--- src/rtl/tgfsr_pkg.sv ---
package tgfsr_pkg;

    localparam int DEF_NGEN   = 10;
    localparam int DEF_NWORDS = 7;
    localparam int DEF_WW     = 16;
    localparam int TAP_W      = 4;

    typedef enum logic {
        ST_IDLE,
        ST_EMIT
    } bank_state_t;

    // Position of the unused bit in each word (7-bit half of the pair).
    function automatic int pad_bit(input int g, input int ww);
        return (g % 2 == 1) ? ww - 1 : ww - 2;
    endfunction

    // Default seed words, computed arithmetically.
    function automatic logic [DEF_NGEN*DEF_NWORDS*DEF_WW-1:0] def_seeds();
        logic [DEF_NGEN*DEF_NWORDS*DEF_WW-1:0] r;
        logic [31:0] v;
        r = '0;
        for (int g = 0; g < DEF_NGEN; g++) begin
            for (int w = 0; w < DEF_NWORDS; w++) begin
                v = 32'((g * DEF_NWORDS + w + 1) * 40503);
                r[(g*DEF_NWORDS+w)*DEF_WW +: DEF_WW] = v[15:0] ^ v[31:16];
            end
        end
        return r;
    endfunction

    // Twist table: entry 3 given, entries 1 and 2 keep one interlaced half each.
    function automatic logic [DEF_NGEN*4*DEF_WW-1:0] def_twists();
        logic [DEF_NGEN*4*DEF_WW-1:0] r;
        logic [15:0] a3;
        r = '0;
        for (int g = 0; g < DEF_NGEN; g++) begin
            case (g)
                0:       a3 = 16'h9EC1;
                1:       a3 = 16'h720F;
                2:       a3 = 16'h9F56;
                3:       a3 = 16'h713A;
                4:       a3 = 16'hB44B;
                5:       a3 = 16'h674A;
                6:       a3 = 16'h9B52;
                7:       a3 = 16'h61B9;
                8:       a3 = 16'h9F56;
                default: a3 = 16'h713A;
            endcase
            r[(g*4+1)*DEF_WW +: DEF_WW] = a3 & 16'h5555;
            r[(g*4+2)*DEF_WW +: DEF_WW] = a3 & 16'hAAAA;
            r[(g*4+3)*DEF_WW +: DEF_WW] = a3;
        end
        return r;
    endfunction

    // Tap offsets 1,1,3,3,4,4,5,5,6,6.
    function automatic logic [DEF_NGEN*TAP_W-1:0] def_taps();
        logic [DEF_NGEN*TAP_W-1:0] r;
        int t;
        r = '0;
        for (int g = 0; g < DEF_NGEN; g++) begin
            t = (g < 2) ? 1 : (g / 2) + 2;
            r[g*TAP_W +: TAP_W] = TAP_W'(t);
        end
        return r;
    endfunction

endpackage

--- src/rtl/tgfsr_gen.sv ---
module tgfsr_gen #(
    parameter int WW     = 16,
    parameter int NWORDS = 7,
    parameter int CNT_W  = 32,
    parameter int TAP    = 1,
    parameter int PAD    = 14,
    parameter logic [NWORDS*WW-1:0] SEED  = '0,
    parameter logic [4*WW-1:0]      TWIST = '0
) (
    input  logic             clk,
    input  logic             rst_n,
    input  logic             load,
    input  logic             adv,
    output logic [1:0]       nxt_bits,
    output logic [CNT_W-1:0] count
);
    localparam int PTR_W = $clog2(NWORDS);
    localparam logic [WW-1:0]    KEEP     = ~(WW'(1) << PAD);
    localparam logic [CNT_W-1:0] CNT_BASE = CNT_W'(NWORDS - 1);
    localparam logic [PTR_W-1:0] PTR_BASE = PTR_W'(NWORDS - 1);

    logic [WW-1:0]    words [NWORDS];
    logic [PTR_W-1:0] ptr;
    logic [PTR_W-1:0] ptr_n;
    logic [PTR_W:0]   tap_sum;
    logic [PTR_W-1:0] tap_idx;
    logic [WW-1:0]    old_w;
    logic [WW-1:0]    new_w;
    logic             pad_any;

    // Write pointer tracks count mod NWORDS without a wide divider.
    always_comb begin
        ptr_n   = (ptr == PTR_BASE) ? '0 : ptr + PTR_W'(1);
        tap_sum = {1'b0, ptr_n} + (PTR_W+1)'(TAP);
        if (tap_sum >= (PTR_W+1)'(NWORDS))
            tap_sum = tap_sum - (PTR_W+1)'(NWORDS);
        tap_idx = tap_sum[PTR_W-1:0];
        old_w   = words[ptr_n];
        new_w   = (words[tap_idx] ^ (old_w >> 2)
                   ^ TWIST[old_w[1:0]*WW +: WW]) & KEEP;
        nxt_bits = new_w[1:0];
    end

    always_ff @(posedge clk or negedge rst_n) begin
        if (!rst_n) begin
            for (int i = 0; i < NWORDS; i++)
                words[i] <= SEED[i*WW +: WW] & KEEP;
            count <= CNT_BASE;
            ptr   <= PTR_BASE;
        end else if (load) begin
            for (int i = 0; i < NWORDS; i++)
                words[i] <= SEED[i*WW +: WW] & KEEP;
            count <= CNT_BASE;
            ptr   <= PTR_BASE;
        end else if (adv) begin
            words[ptr_n] <= new_w;
            count        <= count + CNT_W'(1);
            ptr          <= ptr_n;
        end
    end

    always_comb begin
        pad_any = 1'b0;
        for (int i = 0; i < NWORDS; i++)
            pad_any = pad_any | words[i][PAD];
    end

    // an accepted step adds exactly one to the count
    p_count_step_r3: assert property (@(posedge clk) disable iff (!rst_n)
        (adv && !load) |=> (count == $past(count) + CNT_W'(1)));

    // without a step or load the count is held
    p_hold_unsel_r6: assert property (@(posedge clk) disable iff (!rst_n)
        (!adv && !load) |=> $stable(count));

    // load returns the count to its start value
    p_load_count_r8: assert property (@(posedge clk) disable iff (!rst_n)
        load |=> (count == CNT_BASE));

    // the unused bit of every word stays clear
    p_pad_zero_r9: assert property (@(posedge clk) disable iff (!rst_n)
        !pad_any);

endmodule

--- src/rtl/tgfsr_bank.sv ---
module tgfsr_bank
    import tgfsr_pkg::*;
#(
    parameter int NGEN   = DEF_NGEN,
    parameter int NWORDS = DEF_NWORDS,
    parameter int WW     = DEF_WW,
    parameter int CNT_W  = 32,
    parameter logic [NGEN*NWORDS*WW-1:0] SEEDS  = def_seeds(),
    parameter logic [NGEN*4*WW-1:0]      TWISTS = def_twists(),
    parameter logic [NGEN*TAP_W-1:0]     TAPS   = def_taps()
) (
    input  logic             clk,
    input  logic             rst_n,
    input  logic             load,
    input  logic             step,
    input  logic [3:0]       gen_sel,
    output logic             bits_valid,
    output logic             bit_k1,
    output logic             bit_k2,
    input  logic [3:0]       rd_sel,
    output logic [CNT_W-1:0] rd_count
);
    localparam int SEL_W = 4;
    localparam logic [CNT_W-1:0] CNT_BASE = CNT_W'(NWORDS - 1);

    bank_state_t      state, state_n;
    logic             sel_ok;
    logic             rd_ok;
    logic             accept;
    logic [1:0]       kbits;
    logic [1:0]       gen_bits  [NGEN];
    logic [CNT_W-1:0] gen_count [NGEN];

    assign sel_ok = (int'(gen_sel) < NGEN);
    assign rd_ok  = (int'(rd_sel) < NGEN);
    assign accept = step && !load && sel_ok;

    for (genvar g = 0; g < NGEN; g++) begin : g_src
        tgfsr_gen #(
            .WW    (WW),
            .NWORDS(NWORDS),
            .CNT_W (CNT_W),
            .TAP   (int'(TAPS[g*TAP_W +: TAP_W])),
            .PAD   (pad_bit(g, WW)),
            .SEED  (SEEDS[g*NWORDS*WW +: NWORDS*WW]),
            .TWIST (TWISTS[g*4*WW +: 4*WW])
        ) u_gen (
            .clk     (clk),
            .rst_n   (rst_n),
            .load    (load),
            .adv     (accept && (gen_sel == SEL_W'(g))),
            .nxt_bits(gen_bits[g]),
            .count   (gen_count[g])
        );
    end

    // Next-state logic
    always_comb begin
        state_n = state;
        unique case (state)
            ST_IDLE: state_n = accept ? ST_EMIT : ST_IDLE;
            ST_EMIT: state_n = accept ? ST_EMIT : ST_IDLE;
        endcase
        if (load)
            state_n = ST_IDLE;
    end

    // State register and result register
    always_ff @(posedge clk or negedge rst_n) begin
        if (!rst_n) begin
            state <= ST_IDLE;
            kbits <= 2'b00;
        end else begin
            state <= state_n;
            if (accept)
                kbits <= gen_bits[gen_sel];
        end
    end

    // Outputs
    always_comb begin
        bits_valid = (state == ST_EMIT);
        bit_k1     = kbits[0];
        bit_k2     = kbits[1];
        rd_count   = rd_ok ? (gen_count[rd_sel] - CNT_BASE) : '0;
    end

    // an accepted step gives a valid result in the next cycle
    p_valid_after_step_r2: assert property (@(posedge clk) disable iff (!rst_n)
        (step && !load && sel_ok) |=> bits_valid);

    // without an accepted step the valid pulse ends
    p_valid_drops_r2: assert property (@(posedge clk) disable iff (!rst_n)
        !(step && sel_ok) |=> !bits_valid);

    // out-of-range select never produces a result
    p_bad_sel_ignored_r7: assert property (@(posedge clk) disable iff (!rst_n)
        (step && !sel_ok) |=> !bits_valid);

    // load wins over step
    p_load_wins_r8: assert property (@(posedge clk) disable iff (!rst_n)
        load |=> !bits_valid);

endmodule

--- config.mk ---
export PLATFORM = sky130hd
export DESIGN_NAME = tgfsr_bank
export DESIGN_NICKNAME = d
export VERILOG_FILES = /design/src/rtl/tgfsr_pkg.sv /design/src/rtl/tgfsr_gen.sv /design/src/rtl/tgfsr_bank.sv
export SDC_FILE = /design/constraint.sdc
export NUM_CORES = 2
export LEC_CHECK = 0
export BUFFER_PORTS_ARGS = -buffer_cell sky130_fd_sc_hd__buf_2
export CELL_PAD_IN_SITES_DETAIL_PLACEMENT = 0
export CELL_PAD_IN_SITES_GLOBAL_PLACEMENT = 1
export CORE_MARGIN = 1.5
export CORE_UTILIZATION = 55
export CTS_CLUSTER_DIAMETER = 120
export CTS_CLUSTER_SIZE = 20
export DETAILED_ROUTE_END_ITERATION = 6
export PLACE_DENSITY_LB_ADDON = 0.1
export SYNTH_ARGS = -nofsm -noshare
export SYNTH_HDL_FRONTEND = slang
export SYNTH_SLANG_ARGS = --single-unit
--- constraint.sdc ---
create_clock -name clk -period 13.3 [get_ports clk]
set_clock_uncertainty 0.15 [all_clocks]
set_input_delay 3.325 -clock clk [delete_from_list [all_inputs] [get_ports clk]]
set_output_delay 3.325 -clock clk [all_outputs]
set_load 0.03 [all_outputs]
==> flow_metrics.tcl <==
set metrics [dict create \
    outcome "finished clean" \
    most-common-layout-cells "nand2_1, nor2_1, dfrtp_1, o21ai_0, a21oi_1" \
    gr-usage-all-layers_pct 33.8 \
    netSwitchingFraction_pct 27.2 \
    antenna_violations_before_repair 5 \
    gp_congestion 0.947 \
    synth_top_family_by_area "compound AO/OA/AOI/OAI gates" \
    design.core.area_mm2 0.141 \
    clock_tree.buffer_depth 3 \
    cellPowerDensity_mw_per_mm2 95.5 \
    vias_in_the_first_global_route 62100 \
    ioPinCount 47 \
    critical_path.max_fanout 67 \
    seqCellArea_mm2 0.0358 \
    crit_path_end_kind "primary output" \
    data_arrival_time_of_the_critical_path_ps 6910 \
    synth.lib_cells_used.distinct 96 \
    clock_insertion_delay_worst_skew_ps 730 \
    p_leak_nw 32.8 \
    final_net_count 7842 \
    die_x_um 380 \
    dr.max_layer_used "met5" \
    timing.hold.worst.class "flop to flop" \
    synth_compound_area_share_pct 18.4 \
    critical-path-top-cell-by-count "nor3_1" \
    routed_wl_um 248000 \
    synth_seq_cells 1403 \
    synth-simple-area-share_pct 14.6 \
    p_clk_share_pct 34.7 \
    synth_adder_area_share_pct 0.481 \
    syn_area_mm2 0.0780 \
    finalCritPeriodShare_pct 78.1 \
    wl_met2_um 113000 \
    proportion_of_power_drawn_by_flip_flops_and_latches_pct 54.6 \
    share_of_synthesized_area_spent_on_multiplexers_pct 11.9 \
    max-cap-violations 0 \
    intPower_w 0.00574 \
    first_pass_grt_wire_length_um 384000 \
    clk_pin_slew_worst_paths_ps 90 \
    post-route-drc-count 0 \
    final_layout_size_suffix_gt1_share_pct 16.7 \
    synth_seq_area_share_pct 45.9 \
    route.detailed.vias_per_inst 6.59 \
    pwr-share-comb_pct 10.7 \
    fmax_mhz 96.3 \
    maxSlewViolCount 0 \
    count_of_endpoints_failing_hold_in_the_final_timing_report 0 \
    resized_cells_post_cts 0 \
    xor_xnor_portion_of_the_synthesized_cell_area_pct 5.89 \
    area_delta_synth_final_pct 5.83 \
    fp.dieArea_mm2 0.144 \
    routed-wl-met3_um 20400 \
    fp.dieH_um 380 \
    io_buffers 46 \
    initial_utilization_pct 55.3 \
    max_slew_margin_pct 11.4 \
    detailedPlacementHpwl_um 158000 \
    max_ir_drop_vdd_mv 0.0886 \
    setup_violations 0 \
    drt_iter0_markers 6801 \
    post-cts-setup-buffers 0 \
    synthesis.area_per_instance_um2 9.76 \
    cts_buffer_count 80 \
    layout_setup_ws_ps 2920 \
    crit_path_kind "input port to primary output" \
    postRouteAntennaNets 0 \
    multiInputGateArea_mm2 0.0402 \
    dr_total_vias 64300 \
    timing.critical_path.cells "buf_6, mux4_2, a222oi_1, o22ai_1, nor3_1, nor3b_2, and2_1, a21oi_1, nor3_1, buf_2" \
    layout.filler_cells 12300 \
    required_ps 9820 \
    number_of_enable_flip_flop_cells_after_synthesis 0 \
    m1WireLength_um 104000 \
    timing.critical_path.max_delay_family "simple AND/OR/NAND/NOR gates" \
    power_switching_w 0.00215 \
    clock_sink_count 1403 \
    worstMarginPinSlew_ps 1320 \
    postSynthCellCount 7994 \
    mostFrequentLayoutCell "nand2_1" \
    synth-async-reset-ratio_pct 100 \
    tritoncts "built" \
    setup-tns-final_ps 0 \
    place_ws_ps 2920 \
    cts_h_tree_lvls 3 \
    clockRootBuffer "clkbuf_16" \
    placement_rows 138 \
    wl_per_cell_um 25.4 \
    synthesis.yosys.warnings 0 \
    delay_contributed_by_the_slowest_stage_of_the_critical_path_ps 600 \
    total_global_routing_overflow 0 \
    cp_slowest_cell "mux4_2" \
    drt_pre_antenna_iters 6 \
    setup_repair_after_global_routing_missed_its_margin "false" \
    crit_buf_inv 2 \
    grt_max_degree 157 \
    final.min_clock_period_ps 10380 \
    net_count_after_synthesis 8036 \
    synth_flop_cell "dfrtp_1" \
    finalHoldWorstSlack_ps 331 \
    setup.worst_path.start_class "input port" \
    number_of_hold_repair_buffers_added_at_the_cts_stage 0 \
]
==> flip-flops by register name, indices dropped and copies added (netlist names) <==
name               cells
bits_valid             1
g_src.u_gen.ptr       30
kbits                  2
g_src.u_gen.count    320
g_src.u_gen.words   1050
==> layout make-up <==
type | instances | area share (%)
Timing Repair Buffer | 207 | 1.86
Multi-Input combinational cell | 6047 | 48.7
Tap cell | 1890 | 2.86
Inverter | 61 | 0.280
Sequential cell | 1403 | 43.4
Antenna cell | 2 | 0.00606
Clock inverter | 4 | 0.0773
Clock buffer | 141 | 2.83
==> power groups by stage <==
stage	clock network [W]	registers [W]	logic, W
after CTS	0.00279	0.00430	0.000836
after global placement	0	0.00438	0.000831
after global routing	0.00294	0.00431	0.000904
after detailed placement	0	0.00438	0.000834
after floorplan	0	0.00438	0.000506
final	0.00273	0.00430	0.000844
==> path summary, 6_finish.rpt <==
| kind | startpoint | endpoint | slack [ps] | cells past startpoint |
|---|---|---|---|---|
| max in group asynchronous | rst_n | g_src[0].u_gen.count[30] | 8290 | 3 |
| setup / recovery | rd_sel[0] | rd_count[15] | 2920 | 10 |
| setup reg to reg | g_src[8].u_gen.ptr[2] | kbits[0] | 7500 | 14 |
| min in group asynchronous | rst_n | g_src[9].u_gen.words[90] | 2390 | 1 |
| hold reg to reg | g_src[2].u_gen.words[76] | g_src[2].u_gen.words[76] | 330 | 2 |
| hold / removal | g_src[2].u_gen.words[76] | g_src[2].u_gen.words[76] | 330 | 2 |
==> synth_stat cells (18+ instances only) <==
| master | n | area share [%] |
|---|---|---|
| mux2i_1 | 315 | 4.0 |
| a221o_1 | 18 | 0.23 |
| mux2_2 | 176 | 2.5 |
| dfstp_2 | 569 | 19 |
| dfrtp_1 | 834 | 27 |
| nor2_1 | 874 | 4.2 |
| a22oi_1 | 40 | 0.39 |
| nor2b_1 | 49 | 0.39 |
| a22o_1 | 203 | 2.3 |
| or3_1 | 62 | 0.50 |
| nor4_1 | 23 | 0.18 |
| xor2_1 | 261 | 2.9 |
| a211oi_1 | 34 | 0.33 |
| a31oi_1 | 51 | 0.41 |
| mux4_2 | 177 | 5.1 |
| and2_1 | 26 | 0.21 |
| nand2b_1 | 35 | 0.28 |
| buf_2 | 77 | 0.49 |
| o211ai_1 | 70 | 0.67 |
| xnor2_1 | 256 | 2.9 |
| nor3_1 | 74 | 0.47 |
| a222oi_1 | 26 | 0.33 |
| nand2_1 | 1011 | 4.9 |
| a221oi_1 | 35 | 0.39 |
| nand3_1 | 167 | 1.1 |
| nand4_1 | 65 | 0.52 |
| buf_1 | 90 | 0.43 |
| a21oi_1 | 577 | 3.7 |
| inv_1 | 57 | 0.27 |
| o22ai_1 | 174 | 1.4 |
| o22a_1 | 215 | 2.4 |
| and4_1 | 21 | 0.24 |
| and3_1 | 106 | 0.85 |
| o21ai_0 | 625 | 4.0 |
| ha_1 | 30 | 0.48 |
| o21ai_1 | 31 | 0.20 |
| o221ai_1 | 58 | 0.65 |
| clkbuf_1 | 297 | 1.4 |
==> worst reg2reg max path: cells and delay by family, from the launching register on <==
family,cells,cell delay [ps]
flip-flops,1,920
adder cells (fa/ha/maj),1,220
buffers and inverters,2,590
AO/OA/AOI/OAI,5,1290
AND/OR/NAND/NOR,4,1600
XOR/XNOR,2,930
==> cell families (layout without fill, tap and decap cells) <==
| family | Yosys count | count (layout) |
|---|---|---|
| DFF | 1403 | 1403 |
| buffers and inverters | 544 | 413 |
| adders and majority gates | 30 | 30 |
| xor gates and xnor gates | 521 | 521 |
| other | 0 | 2 |
| and+or+nand+nor | 2580 | 2580 |
| AOI/OAI and AO/OA | 2241 | 2241 |
| muxes | 675 | 675 |
==> routing by layer <==
layer	vias to the layer above	global-route usage [%]
met5	-	0
met4	6	13.4
met3	674	5.27
met2	2959	52.7
met1	32100	47.4
li1	28600	-
==> per-stage QoR <==
step	total power, W	util, %	cell area, um2	cells
after floorplan	0.00488	-	78000	7994
after global placement	0.00521	56.8	80100	9608
after detailed placement	0.00521	56.8	80100	9608
after CTS	0.00793	58.5	82500	9753
after global routing	0.00815	58.5	82500	9755
final	0.00788	58.5	82500	9755
(Power assumes the default switching activity.)
